$ cat src/rtl/dit_pkg.sv
package dit_pkg;
  localparam int NumChan  = 2;
  localparam int CntWidth = 16;
  localparam int PscWidth = 6;
  localparam int NumTaps  = 4;
  localparam int SelWidth = $clog2(NumTaps);

  localparam int BitIrqEn = 2;
  localparam int BitDma   = 3;
  localparam int BitFlag  = 7;

  typedef enum logic [1:0] {
    OffRun   = 2'd0,
    OffCtrl  = 2'd1,
    OffCnt   = 2'd2,
    OffConst = 2'd3
  } regOffT;

  // strobes and settings handed from control to datapath, one per channel
  typedef struct packed {
    logic                run;
    logic [SelWidth-1:0] clkSel;
    logic                irqEn;
    logic                dmaMode;
    logic                cntWr;
    logic                flagClr;
    logic [CntWidth-1:0] constVal;
  } chanStrobeT;

  // log2 of the division ratio of each prescaler tap
  function automatic int tapExp(int idx);
    case (idx)
      0:       return 2;
      1:       return 3;
      2:       return 4;
      default: return 6;
    endcase
  endfunction
endpackage

$ cat src/rtl/dit_prescaler.sv
module dit_prescaler
  import dit_pkg::*;
#(
  parameter int PW = PscWidth,
  parameter int NT = NumTaps
) (
  input  logic          clk,
  input  logic          rstN,
  input  logic          modStop,
  output logic [NT-1:0] tapStrb
);
  logic [PW-1:0] pscQ;

  always_ff @(posedge clk) begin
    if (!rstN)         pscQ <= '0;
    else if (!modStop) pscQ <= pscQ + PW'(1);
  end

  for (genvar g = 0; g < NT; g++) begin : gTap
    localparam int E = tapExp(g);
    assign tapStrb[g] = !modStop && (&pscQ[E-1:0]);
  end
endmodule

$ cat src/rtl/dit_control.sv
module dit_control
  import dit_pkg::*;
#(
  parameter int NCH = NumChan,
  parameter int CW  = CntWidth,
  localparam int ChW = (NCH > 1) ? $clog2(NCH) : 1,
  localparam int AW  = ChW + 2
) (
  input  logic                     clk,
  input  logic                     rstN,
  input  logic                     wrEn,
  input  logic                     rdEn,
  input  logic [AW-1:0]            addr,
  input  logic [CW-1:0]            wrData,
  input  logic [NCH-1:0]           flag,
  input  logic [NCH-1:0][CW-1:0]   cntVal,
  output chanStrobeT [NCH-1:0]     strb,
  output logic [CW-1:0]            rdData
);
  logic [ChW-1:0] chIdx;
  regOffT         off;
  assign chIdx = addr[AW-1:2];
  assign off   = regOffT'(addr[1:0]);

  logic [NCH-1:0]               runQ, ienQ, dmaQ, armQ;
  logic [NCH-1:0][SelWidth-1:0] selQ;
  logic [NCH-1:0][CW-1:0]       constQ;
  logic [NCH-1:0]               wrRun, wrCtrl, wrCnt, wrConst, rdCtrl;

  always_comb begin
    for (int i = 0; i < NCH; i++) begin
      wrRun[i]   = wrEn && chIdx == ChW'(i) && off == OffRun;
      wrCtrl[i]  = wrEn && chIdx == ChW'(i) && off == OffCtrl;
      wrCnt[i]   = wrEn && chIdx == ChW'(i) && off == OffCnt;
      wrConst[i] = wrEn && chIdx == ChW'(i) && off == OffConst;
      rdCtrl[i]  = rdEn && chIdx == ChW'(i) && off == OffCtrl;
    end
  end

  always_ff @(posedge clk) begin
    if (!rstN) begin
      runQ   <= '0;
      ienQ   <= '0;
      dmaQ   <= '0;
      armQ   <= '0;
      selQ   <= '0;
      constQ <= {NCH{ {CW{1'b1}} }};
    end else begin
      for (int i = 0; i < NCH; i++) begin
        if (wrRun[i]) runQ[i] <= wrData[0];
        if (wrCtrl[i]) begin
          selQ[i] <= wrData[SelWidth-1:0];
          ienQ[i] <= wrData[BitIrqEn];
          dmaQ[i] <= wrData[BitDma];
        end
        if (wrConst[i]) constQ[i] <= wrData;
        if (wrCtrl[i])                 armQ[i] <= 1'b0;
        else if (rdCtrl[i] && flag[i]) armQ[i] <= 1'b1;
      end
    end
  end

  for (genvar g = 0; g < NCH; g++) begin : gStrb
    assign strb[g].run      = runQ[g];
    assign strb[g].clkSel   = selQ[g];
    assign strb[g].irqEn    = ienQ[g];
    assign strb[g].dmaMode  = dmaQ[g];
    assign strb[g].cntWr    = wrCnt[g];
    assign strb[g].flagClr  = wrCtrl[g] && !wrData[BitFlag] && armQ[g];
    assign strb[g].constVal = constQ[g];
  end

  always_comb begin
    rdData = '0;
    case (off)
      OffRun:   rdData[0] = runQ[chIdx];
      OffCtrl: begin
        rdData[SelWidth-1:0] = selQ[chIdx];
        rdData[BitIrqEn]     = ienQ[chIdx];
        rdData[BitDma]       = dmaQ[chIdx];
        rdData[BitFlag]      = flag[chIdx];
      end
      OffCnt:   rdData = cntVal[chIdx];
      OffConst: rdData = constQ[chIdx];
      default:  rdData = '0;
    endcase
  end
endmodule

$ cat src/rtl/dit_datapath.sv
module dit_datapath
  import dit_pkg::*;
#(
  parameter int NCH = NumChan,
  parameter int CW  = CntWidth,
  parameter int NT  = NumTaps
) (
  input  logic                   clk,
  input  logic                   rstN,
  input  logic [NT-1:0]          tapStrb,
  input  chanStrobeT [NCH-1:0]   strb,
  input  logic [CW-1:0]          wrData,
  input  logic [NCH-1:0]         dmaAck,
  output logic [NCH-1:0][CW-1:0] cntVal,
  output logic [NCH-1:0]         flag,
  output logic [NCH-1:0]         irqReq,
  output logic [NCH-1:0]         dmaReq
);
  for (genvar g = 0; g < NCH; g++) begin : gChan
    logic [CW-1:0] cntQ;
    logic          flagQ, pulseQ;
    logic          tick, hit, matchEvt;

    assign tick     = strb[g].run && tapStrb[strb[g].clkSel];
    assign hit      = cntQ == strb[g].constVal;
    assign matchEvt = tick && hit && !strb[g].cntWr;

    always_ff @(posedge clk) begin
      if (!rstN)              cntQ <= '0;
      else if (strb[g].cntWr) cntQ <= wrData;
      else if (tick)          cntQ <= hit ? '0 : cntQ + CW'(1);
    end

    always_ff @(posedge clk) begin
      if (!rstN) begin
        flagQ  <= 1'b0;
        pulseQ <= 1'b0;
      end else begin
        if (matchEvt)                           flagQ <= 1'b1;
        else if (strb[g].flagClr || dmaAck[g])  flagQ <= 1'b0;
        pulseQ <= matchEvt && strb[g].dmaMode;
      end
    end

    assign cntVal[g] = cntQ;
    assign flag[g]   = flagQ;
    assign irqReq[g] = flagQ && strb[g].irqEn && !strb[g].dmaMode;
    assign dmaReq[g] = pulseQ;
  end
endmodule

$ cat src/rtl/dual_interval_timer.sv
module dual_interval_timer
  import dit_pkg::*;
(
  input  logic        clk,
  input  logic        rstN,
  input  logic        modStop,
  input  logic        wrEn,
  input  logic        rdEn,
  input  logic [2:0]  addr,
  input  logic [15:0] wrData,
  output logic [15:0] rdData,
  input  logic [1:0]  dmaAck,
  output logic [1:0]  irqReq,
  output logic [1:0]  dmaReq
);
  logic [NumTaps-1:0]                tapStrb;
  chanStrobeT [NumChan-1:0]          strb;
  logic [NumChan-1:0][CntWidth-1:0]  cntVal;
  logic [NumChan-1:0]                flag;

  dit_prescaler #(.PW(PscWidth), .NT(NumTaps)) u_psc (
    .clk(clk), .rstN(rstN), .modStop(modStop), .tapStrb(tapStrb)
  );

  dit_control #(.NCH(NumChan), .CW(CntWidth)) u_ctl (
    .clk(clk), .rstN(rstN), .wrEn(wrEn), .rdEn(rdEn), .addr(addr),
    .wrData(wrData), .flag(flag), .cntVal(cntVal), .strb(strb), .rdData(rdData)
  );

  dit_datapath #(.NCH(NumChan), .CW(CntWidth), .NT(NumTaps)) u_dp (
    .clk(clk), .rstN(rstN), .tapStrb(tapStrb), .strb(strb), .wrData(wrData),
    .dmaAck(dmaAck), .cntVal(cntVal), .flag(flag), .irqReq(irqReq), .dmaReq(dmaReq)
  );
endmodule

$ cat config.mk
export PLATFORM = sky130hd
export DESIGN_NAME = dual_interval_timer
export DESIGN_NICKNAME = d
export VERILOG_FILES = /design/src/rtl/dit_pkg.sv /design/src/rtl/dit_prescaler.sv /design/src/rtl/dit_control.sv /design/src/rtl/dit_datapath.sv /design/src/rtl/dual_interval_timer.sv
export SDC_FILE = /design/constraint.sdc
export NUM_CORES = 1
export LEC_CHECK = 0
export BUFFER_PORTS_ARGS = -buffer_cell sky130_fd_sc_hd__buf_4
export CELL_PAD_IN_SITES_DETAIL_PLACEMENT = 0
export CELL_PAD_IN_SITES_GLOBAL_PLACEMENT = 1
export CORE_ASPECT_RATIO = 1.25
export CORE_MARGIN = 2
export CORE_UTILIZATION = 45
export CTS_CLUSTER_DIAMETER = 60
export DETAILED_ROUTE_END_ITERATION = 6
export MAX_ROUTING_LAYER = met4
export PLACE_DENSITY_LB_ADDON = 0.1
export RECOVER_POWER = 100
export SLEW_MARGIN = 40
export SYNTH_ARGS = -nofsm -noshare
export SYNTH_HDL_FRONTEND = slang
export SYNTH_SLANG_ARGS = --single-unit
$ cat constraint.sdc
create_clock -name clk -period 2.3 [get_ports clk]
set_clock_uncertainty 0.1 [all_clocks]
set_input_delay 0.23 -clock clk [delete_from_list [all_inputs] [get_ports clk]]
set_output_delay 0.23 -clock clk [all_outputs]
set_load 0.01 [all_outputs]
Yosys cells after proc, flatten, opt, wreduce, memory -nomap -nowiden
Index checks and enable logic that the tools add are counted.

operators by class
  equality and inequality tests = 5
  reductions and logical operators = 55
  mux-type cells = 33
  $lt $le $gt $ge = 3
  bitwise gates (word level) = 2
  $add $sub $neg = 3

operators by type and width
  operator               count
  $mux 16                10
  $logic_and 1x1->1      36
  $add 16x1->16 const B  2
  $eq 16x16->1           2
  $pmux 8 s2             1
  $mux 1                 14
  $pmux 3 s3             1
  $reduce_bool 2->1      4
  $add 6x1->6 const B    1
  $logic_not 1->1        6
  $lt 2x3->1 const B     2
  $pmux 3 s2             1
  $reduce_and 6->1       1
  $bmux 1 s2             2
  $eq 2x2->1 const B     2
  $mux 2                 2
  $pmux 1 s4             1
  $reduce_and 4->1       1
  $reduce_or 2->1        2
  $pmux 1 s3             1
  $reduce_and 3->1       1
  $eq 2x1->1 const B     1
  $logic_not 2->1        1
  $logic_or 1x1->1       2
  3 further kinds        4

word-level totals
  register bits = 86
  input port bits = 26

Depth between registers and ports, before layout
  depth after elaboration = 8
  depth in mapped cells = 8

By module
A second synthesis with hierarchy kept.

second synthesis, totals
  cells, all modules = 611
  area, all modules = 5298.8 sq um

modules (own cells, without submodules)
  module         cells an instance  area each (sq um)  sequential area each (sq um)  instances
  dit_datapath   335                2672.6             720.7                         1
  dit_control    248                2329.7             880.8                         1
  dit_prescaler  28                 296.5              120.1                         1

Worst setup path before layout
Ideal clock, no wire load.

  path type = register -> register
  from = register u_psc.pscQ[0]
  to = register u_dp.gChan[1].cntQ[13]
  required time = 2.129 ns
  data arrival time = 1.840 ns
  clock period less this slack = 2.011 ns
  setup time = 0.071 ns
  slack = 0.289 ns
  stages on the path, launching flop included = 9
  cell sequence = dfxtp_1 > ha_1 > ha_1 > mux2i_1 > nor4b_2 > nor3_1 > buf_4 > a22oi_1 > a21oi_1

between the ends
  cells in the longest elaborated chain, start to end = 6
  elaborated cells between the ends (all ways) = 12
  classes of those cells = mux (2); reduce/logical (10)

ends and longest elaborated chain
  what                                            RTL line             text
  start, declared                                 dit_prescaler.sv:12  logic [PW-1:0] pscQ;
  start signal, assigned                          dit_prescaler.sv:16  else if (!modStop) pscQ <= pscQ + PW'(1);
  $reduce_and 6->1, or another cell as far along  dit_prescaler.sv:21  assign tapStrb[g] = !modStop && (&pscQ[E-1:0]);
  $logic_and 1x1->1                               dit_prescaler.sv:21
  $bmux 1 s2 *                                    dit_datapath.sv:24   assign tick = strb[g].run && tapStrb[strb[g].clkSel];
  $mux 1 (not written as such) *                  dit_datapath.sv:24
  $logic_and 1x1->1 *                             dit_datapath.sv:24
  $reduce_bool 2->1 (no source line) *            n/a
  end signal, assigned                            dit_datapath.sv:30   else if (strb[g].cntWr) cntQ <= wrData;
  end signal, assigned                            dit_datapath.sv:31   else if (tick) cntQ <= hit ? '0 : cntQ + CW'(1);
  end, declared                                   dit_datapath.sv:20   logic [CW-1:0] cntQ;

Every way passes the cells marked *; elsewhere a longest branch is shown, timed or not. The select of a mux whose other input is x is not followed.
A chain may end at the register's enable or synchronous reset.

Worst setup path after layout
  from = register u_psc.pscQ[0]
  to = register u_dp.gChan[0].cntQ[2]

between the ends
  cells in the longest elaborated chain, start to end = 6
  elaborated cells between the ends (all ways) = 12
  classes of those cells = mux (2); reduce/logical (10)

ends and longest elaborated chain
  what                                            RTL line
  $reduce_and 6->1, or another cell as far along  dit_prescaler.sv:21
  $logic_and 1x1->1                               dit_prescaler.sv:21
  $bmux 1 s2 *                                    dit_datapath.sv:24
  $mux 1 (not written as such) *                  dit_datapath.sv:24
  $logic_and 1x1->1 *                             dit_datapath.sv:24
  $reduce_bool 2->1 (no source line) *            n/a
  end signal, assigned                            dit_datapath.sv:30
  end signal, assigned                            dit_datapath.sv:31
  end, declared                                   dit_datapath.sv:20

Marked as above.

==> reports/qor.yml <==
fin_area_sq_um: 5830
clkSinkCount: 86
fmax_mhz: 466
clkLatencyLatePin_ns: 0.34
vias: 4772
grt_antenna_before_repair: 0
crit_required_ns: 2.42
hpwlAfterDp_um: 11100
maxCapViolCount: 0
slew_headroom: 0.316
drt_iter0_markers: 326
core.rowCount: 43
grt_usage: 0.264
p_sw_mw: 0.946
fp.dieH_um: 123
start_kind: "flop"
comb_power_share: 0.130
rsz0062_at_grt: "false"
finalMaxSlewViolations: 0
start_util: 0.459
grt_pass1_wl_um: 24500
finalSetupViolations: 0
drc: 0
seq_power_share: 0.456
yosysTopAreaCell: "dfxtp_1"
final_util: 0.526
hold_path_class: "primary input to flop"
critPathKind: "flop to flop"
powerDensity_nw_per_um2: 620
critPathCaptureType: "flop"
hold_viol: 0
grt.overflow.total: 0
fin_crit_ns: 2.15
drive_above_1_share: 0.154
dieArea_sq_um: 12200
dp_slack_ns: 0.105
cts-root-buf: "clkbuf_16"
worst-slew-pin-transition_ns: 1.02
vias_per_cell: 6.09
syn_to_final_growth_pct: 14.5
die_w_um: 99.1
io_pins: 46
grt_start_max_net_pins: 41
synth.distinct_cells: 53
io_buffers: 45
cts_buffer_depth: 2
syn_inst: 615
synth.area.top_cells: "dfxtp_1 34%, xor2_1 6.7%, nand2_1 6.4%, nand3_1 6.0%, mux4_2 5.8%"
netSwitchingFraction: 0.261
yosys_warnings: 0
peakVddDrop_mv: 0.330
worstPathArrival_ns: 2.27
synth_top_area_frac: 0.338
fin_hold_ws_ns: 0.0598
worstPathMaxFanout: 21
postRouteAntennaNets: 0
status: "finished, final reports clean"
cts_buffers: 9
place_area_sq_um: 5560
wl_per_cell_um: 19.3
syn-num-nets: 645
async_reset_ff_frac: 0
grt_pass1_vias: 4641
drt_pass1_iterations: 5
leakage_nw: 2.23
nNetsFinal: 674
ctsHtreeMaxLevel: 3
core_sq_um: 11100
place_congestion: 0.865
p_clk_frac: 0.415
synth_seq_area_share: 0.338
hold_buffers: 0
synthFlopType: "dfxtp_1"
postLayoutSetupSlackWorst_ns: 0.152
clkTransAtPathRegs_ns: 0.06
cts_tree: "yes"
routed_wl_um: 15200
p_int_mw: 2.67
cts_setup_buffers: 0
period_share: 0.934
tns_ns: 0
netlist_area_sq_um: 5090
synth_enable_flop_cells: 0
ys_seq_elements: 86
antenna_cells: 0
syn_avg_cell_area_sq_um: 8.28
==> Yosys cell counts, drive strengths merged, types with 4 or more instances <==
cell,instances
nand4,15
o21ai,5
ha,4
inv,6
nand3,61
buf,24
a22oi,25
clkbuf,29
nor2b,6
o21a,6
o211ai,13
nor3b,5
a31oi,13
and2,18
xor2,39
nor2,32
mux4,13
mux2,6
mux2i,16
nor4,19
nor3,14
dfxtp,86
nand2,87
a21oi,27
and3,12
==> sequential cells by signal, indices dropped and copies added, names as in the netlist <==
| name | cells |
|---|---|
| u_ctl.strb | 36 |
| u_dp.gChan.cntQ | 32 |
| u_psc.pscQ | 6 |
| u_ctl.armQ | 2 |
| u_ctl.dmaQ | 2 |
| u_ctl.ienQ | 2 |
| u_ctl.runQ | 2 |
| u_dp.gChan.flagQ | 2 |
| u_dp.gChan.pulseQ | 2 |
==> through the flow <==
step	power, mW	instances
floorplan	1.96	615
global placement	2.14	768
detailed placement	2.15	768
CTS	3.65	784
global route	3.76	784
finish	3.62	784
==> cells in the final DEF, fill, tap and decap left out, types with 14 or more instances in the layout <==
cell / count
a21oi_1: 27
dfxtp_1: 86
xor2_1: 39
a22oi_1: 25
nor2_1: 30
nand3_1: 61
nand2_1: 87
buf_4: 54
nand4_1: 15
mux2i_1: 16
nor4_1: 19
nor3_1: 14
==> metal layers <==
metal | share of wire | GRT usage | vias to the layer above
met5 | 0 | - | -
li1 | - | - | 2295
met1 | 0.45 | 0.345 | 2330
met4 | 0.020 | 0.102 | 0
met2 | 0.49 | 0.425 | 130
met3 | 0.046 | 0.0283 | 17
==> logic make-up (layout without fill, tap and decap cells) <==
group	after synthesis	count (layout)	share of synthesized area
mux	35	35	0.102
compound gates	105	105	0.140
buf+inv	59	93	0.0533
simple gates	286	286	0.288
flops	86	86	0.338
xor+xnor	40	40	0.0688
fa+ha+maj	4	4	0.00983
==> cell type report <==
class,count,area [sq um]
inverters,6,22.5
well taps,135,169
fillers,1100,5250
multi-input cells,470,3110
clock inverters,4,45.0
clock buffers,12,256
repair buffers,71,502
flip-flops and latches,86,1720
==> critical path: stages (launching register included) <==
cell and delay (ns):
dfxtp_1 0.35, ha_4 0.19, ha_1 0.19, mux2i_1 0.15, o32a_2 0.48, clkbuf_2 0.23
nor3b_1 0.05, o21ai_0 0.19, a21oi_1 0.08
==> final timing paths <==
check                                            startpoint                                 end  slack, ns  cells past startpoint
worst max-delay path             u_psc.pscQ[0]$_SDFFE_PN0N_  u_dp.gChan[0].cntQ[2]$_SDFFE_PN0P_       0.15                      8
worst max register to register   u_psc.pscQ[0]$_SDFFE_PN0N_  u_dp.gChan[0].cntQ[2]$_SDFFE_PN0P_       0.15                      8
worst min-delay path                              wrData[5]         u_ctl.strb[28]$_SDFFE_PN1P_       0.06                      3
worst min register to register  u_ctl.strb[37]$_SDFFE_PN1P_         u_ctl.strb[37]$_SDFFE_PN1P_       0.40                      2
==> power by group through the flow <==
stage          sequential, mW  clock [mW]  combinational [mW]
3_3_place_gp             1.67           0               0.469
2_1_floorplan            1.63           0               0.327
3_5_place_dp             1.68           0               0.476
6_report                 1.65        1.50               0.469
4_1_cts                  1.64        1.52               0.478
5_1_grt                  1.66        1.59               0.516
==> repair_timing <==
action | CTS | global route
resized for setup | 0 | 4
endpoints found under the setup margin | 0 | 26
hold endpoints to repair | 0 | 0
(Power assumes the default switching activity.)
